`src/rtl/svc_req_reg.sv`:
```
module svc_req_reg #(
  parameter int NUM_CH = 8
) (
  input  logic                clk,
  input  logic                rst_n,
  input  logic                host_wr_en,
  input  logic [2*NUM_CH-1:0] host_wr_data,
  input  logic                prio_wr_en,
  input  logic [2*NUM_CH-1:0] prio_wr_data,
  input  logic [NUM_CH-1:0]   eng_done,
  output logic [2*NUM_CH-1:0] rd_data,
  output logic [2*NUM_CH-1:0] prio_rd,
  output logic [NUM_CH-1:0]   pending
);
  localparam int FW = 2;

  for (genvar ch = 0; ch < NUM_CH; ch++) begin : g_ch
    logic [FW-1:0] fld_q;
    logic [FW-1:0] prio_q;
    logic [FW-1:0] host_fld;
    logic          host_hit;

    assign host_fld = host_wr_data[ch*FW +: FW];
    assign host_hit = host_wr_en && (host_fld != '0);

    always_ff @(posedge clk or negedge rst_n) begin
      if (!rst_n)              fld_q <= '0;
      else if (host_hit)       fld_q <= host_fld;
      else if (eng_done[ch])   fld_q <= '0;
    end

    always_ff @(posedge clk or negedge rst_n) begin
      if (!rst_n)          prio_q <= '0;
      else if (prio_wr_en) prio_q <= prio_wr_data[ch*FW +: FW];
    end

    assign rd_data[ch*FW +: FW] = fld_q;
    assign prio_rd[ch*FW +: FW] = prio_q;
    assign pending[ch]          = (|fld_q) && (|prio_q);
  end
endmodule


```
`config.mk`:
```
export PLATFORM = sky130hd
export DESIGN_NAME = svc_req_reg
export DESIGN_NICKNAME = d
export VERILOG_FILES = /design/src/rtl/svc_req_reg.sv
export SDC_FILE = /design/constraint.sdc
export NUM_CORES = 1
export LEC_CHECK = 0
export BUFFER_PORTS_ARGS = -buffer_cell sky130_fd_sc_hd__buf_4
export CAP_MARGIN = 20
export CORE_MARGIN = 4
export CORE_UTILIZATION = 42
export DETAILED_ROUTE_END_ITERATION = 12
export GPL_TIMING_DRIVEN = 0
export HOLD_SLACK_MARGIN = 0.03
export PLACE_DENSITY_LB_ADDON = 0.15
export RECOVER_POWER = 50
export REMOVE_ABC_BUFFERS = 1
export SYNTH_ARGS = -nofsm -noshare
export SYNTH_HDL_FRONTEND = slang
export SYNTH_SLANG_ARGS = --single-unit
```
`constraint.sdc`:
```
create_clock -name clk -period 1 [get_ports clk]
set_clock_uncertainty 0.2 [all_clocks]
set_input_delay 0.2 -clock clk [delete_from_list [all_inputs] [get_ports clk]]
set_output_delay 0.2 -clock clk [all_outputs]
set_load 0.01 [all_outputs]
```
### Word level (Yosys, flattened, before mapping)

Cells that the tools add are included.
W data, S select, Z words.

| word-level totals | value |
|---|---|
| output and inout bits | 40 |
| logic and storage cells | 80 |
| flip-flop bits (word level) | 32 |

| operators by class | value |
|---|---|
| reductions and logical operators | 48 |
| mux-type cells | 16 |

Operators by type and width:

| kind | count |
|---|---|
| $mux W2 | 16 |
| $reduce_bool A2 Y1 | 16 |
| $reduce_or A2 Y1 | 16 |
| $logic_and A1 B1 Y1 | 16 |

### Logic depth before layout (Yosys ltp)

| depth | value |
|---|---|
| depth after elaboration | 3 |
| mapped depth | 3 |
| mapped depth without buffers | 2 |

### Least setup slack after synthesis

No wires, ideal clock.

| path | value |
|---|---|
| kind | input to register |
| from | in prio_wr_en |
| to | reg g_ch[0].prio_q[0] |
| setup time | 0.125 ns |
| arrival | 0.762 ns |
| data required time | 0.675 ns |
| path buffers | 2 |
| stages | 3 |
| setup slack | -0.087 ns |
| cells stage by stage | buf_6 buf_6 mux2_2 |

RTL lines:

| item | line | source |
|---|---|---|
| from (decl) | 8 | `input logic prio_wr_en,` |
| to (signal assigned) | 34 | `else if (prio_wr_en) prio_q <= prio_wr_data[ch*FW +: FW];` |
| to (decl) | 19 | `logic [FW-1:0] prio_q;` |

No word-level cell between the ends.

### Worst setup path after layout

| path | value |
|---|---|
| from | reg g_ch[7].fld_q[0] |
| to | out pending[7] |

| between the ends | value |
|---|---|
| word-level cells in the longest chain between the ends | 2 |

RTL lines:

| item | line | source |
|---|---|---|
| from (decl) | 18 | `logic [FW-1:0] fld_q;` |
| from (signal assigned) | 28 | `else if (host_hit) fld_q <= host_fld;` |
| $reduce_or A2 Y1 | 39 | `assign pending[ch] = (\|fld_q) && (\|prio_q);` |
| $logic_and A1 B1 Y1 | 39 |  |
| to (decl) | 13 | `output logic [NUM_CH-1:0] pending` |

Every way passes these cells.

==> impl_metrics.tcl <==
set metrics [dict create \
    synth_top_family_by_area "compound AO/OA/AOI/OAI gates" \
    crit_path_cell_trace "o22a_1, buf_6" \
    ys_warn_count 0 \
    drt_iter0_markers 244 \
    clk_pin_slew_worst_paths_ps 100 \
    drive_above_1_share_pct 63.8 \
    hold_violations 32 \
    wl_per_cell_um 18.5 \
    worst_setup_path_start_kind "flip-flop" \
    fmax_mhz 653 \
    synth_top_area_cell "dfrtp_1" \
    synth_cell_types 9 \
    fin_util_pct 84.7 \
    start_util_pct 44.3 \
    ys_ff_latch 32 \
    hp-class "input port to flip-flop" \
    route.detailed.drc 0 \
    synth-compound-area-share_pct 16.9 \
    failed_checks "negative hold slack, negative setup slack" \
    holdBufCountCts 1 \
    synthFlopType "dfrtp_1" \
    synthMuxAreaShare_pct 14.0 \
    maxSlewHeadroom_pct 70.7 \
    cts_buffers 5 \
    pin_count 84 \
    die_area_um2 4220 \
    crit_path_top_delay_cell "dfrtp_1" \
    outcome "complete, but fails checks" \
    max_stage_delay_ps 410 \
    dpl.cell_count 223 \
    synth.most_common_cell "dfrtp_1" \
    syn_avg_cell_area_um2 13.5 \
    crit_path_end_kind "output port" \
    cts_max_level 2 \
    worst_pin_slew_ps 439 \
    setup_violations 65 \
    maxSlewViolCount 0 \
    synthTopCellsByArea "dfrtp_1, a32o_1, mux2_2" \
    fin_crit_ps 1530 \
    synth-xor-area-share_pct 0 \
    antenna_cells 0 \
    clockBufferDepth 2 \
    clockRootBuffer "clkbuf_4" \
    max-cap-violations 0 \
    required_ps 600 \
    ys_async_sr_fraction_pct 100 \
    syn-cell-area_um2 1360 \
    synth_seq_area_share_pct 58.8 \
    via_per_inst 5.40 \
    syn-instance-count 101 \
    grt_pass1_wl_um 6870 \
    cp_max_fo 2 \
    dp_hpwl_um 2680 \
    first_pass_iters 4 \
    hp-start "prio_wr_data[6]" \
    crit_arrival_ps 1130 \
    vias 1446 \
    powerDensity_nw_per_um2 1360 \
    die_h_um 65.0 \
    synth_edf_count 0 \
    nFillCells 176 \
    leakage_nw 1.31 \
    crit_path_start "g_ch[7].fld_q[0]" \
    cts.sinks 32 \
    grt_max_degree 33 \
    synthTopCellsByCount "dfrtp_1, a32o_1, nand2_1" \
    syn_to_final_growth_pct 91.3 \
    routed_wl_um 4960 \
    gp_congestion 0.708 \
    postRouteAntennaNets 0 \
    worst-setup-path-type "flip-flop to output port" \
    vdd_drop_max_mv 1.03 \
    rows 20 \
    rsz0062_at_grt "yes" \
    core-area_um2 3080 \
    synth_fa_ha_area_share_pct 0 \
    nets 268 \
    overflow 0 \
    period_share_pct 153 \
    cts_tree "done" \
    synth_top_area_share_pct 58.8 \
    grt_usage_pct 21.8 \
    synth-simple-area-share_pct 4.41 \
    fin_cells 268 \
    r2r_start "g_ch[7].fld_q[0]" \
    grt_pass1_vias 1445 \
    setup_ws_ps -532 \
    holdWs_ps -107 \
    clk_latency_ps 320 \
    place.port_buffers 83 \
    die-width_um 65.0 \
    antenna_found_initial 0 \
]
## worst paths after layout
check / endpoint / slack (ps) / cells after the start
max in group asynchronous: g_ch[2].prio_q[1] / 120 / 2
max reg2reg: g_ch[7].fld_q[0] / -280 / 4
min: g_ch[3].prio_q[0] / -110 / 2
min reg2reg: g_ch[1].prio_q[1] / 370 / 1
min in group asynchronous: g_ch[7].prio_q[1] / 170 / 2
max: pending[7] / -530 / 2
## timing repair
action / 4_1_cts / 5_1_grt
buffers inserted: 24 / 15
endpoints found under the setup margin: 40 / 71
pin swaps: 11 / 5
cloned: 0 / 0
endpoints found under the hold margin: 64 / 32
gates resized for setup: 59 / 11
## sequential cells by signal, summed over array words and instances, names as in the netlist
name,cells
g_ch.fld_q,16
g_ch.prio_q,16
## cell families after synthesis
| kind of cell | Yosys count |
|---|---|
| flops | 32 |
| buf+inv | 13 |
| simple gates | 16 |
| compound gates | 24 |
| mux | 16 |
## metal layers
metal / global-route usage (%) / share of wire (%) / wire, um / vias up
met1: 24.1 / 36 / 1770 / 726
met3: 7.97 / 9.4 / 466 / 10
met4: 5.54 / 1.3 / 66 / 0
met2: 39.2 / 54 / 2660 / 89
met5: 0 / 0 / 0 / -
li1: - / - / - / 621
## through the flow
stage	setup WS [ps]	hold slack [ps]	cell area (um^2)	total power, mW	TNS (ps)
final	-532	-107	2610	3.54	-18070
after global routing	-576	-135	2610	3.72	-20880
after CTS	-490	-114	2470	3.40	-15980
after detailed placement	-186	-43.3	1990	2.29	-5720
after global placement	-145	-48.8	1990	2.26	-4810
after floorplan	-52.1	-296	1310	1.80	-416
## critical path, delay by kind of cell (launching register included)
kind | cells | cell delay (ps)
AOI/OAI and AO/OA | 1 | 260
buffers and inverters | 1 | 130
DFF | 1 | 410
## power breakdown
part           total (mW)  switching, mW  internal [mW]
sequential           1.53          0.114           1.41
clock               0.815          0.417          0.398
combinational        1.20          0.420          0.780
total                3.54          0.951           2.59
## layout make-up
cell class	count	area [um^2]	share of cell area (%)
repair buffers	121	1170	45.0
flip-flops and latches	32	801	30.7
multi-input cells	56	482	18.5
clock buffers	7	65.1	2.50
well taps	44	55.1	2.11
inverters	8	30.0	1.15
## cell usage in the layout (no fill, tap or decap)
cell type and count:
mux2_4 3, buf_4 49, a32o_1 16, clkbuf_4 6
inv_1 8, buf_6 70, nand2_1 16, o22a_1 8
clkbuf_8 2, mux2_2 13, dfrtp_1 32, dlygate4sd3_1 1
(Power assumes the default switching activity.)
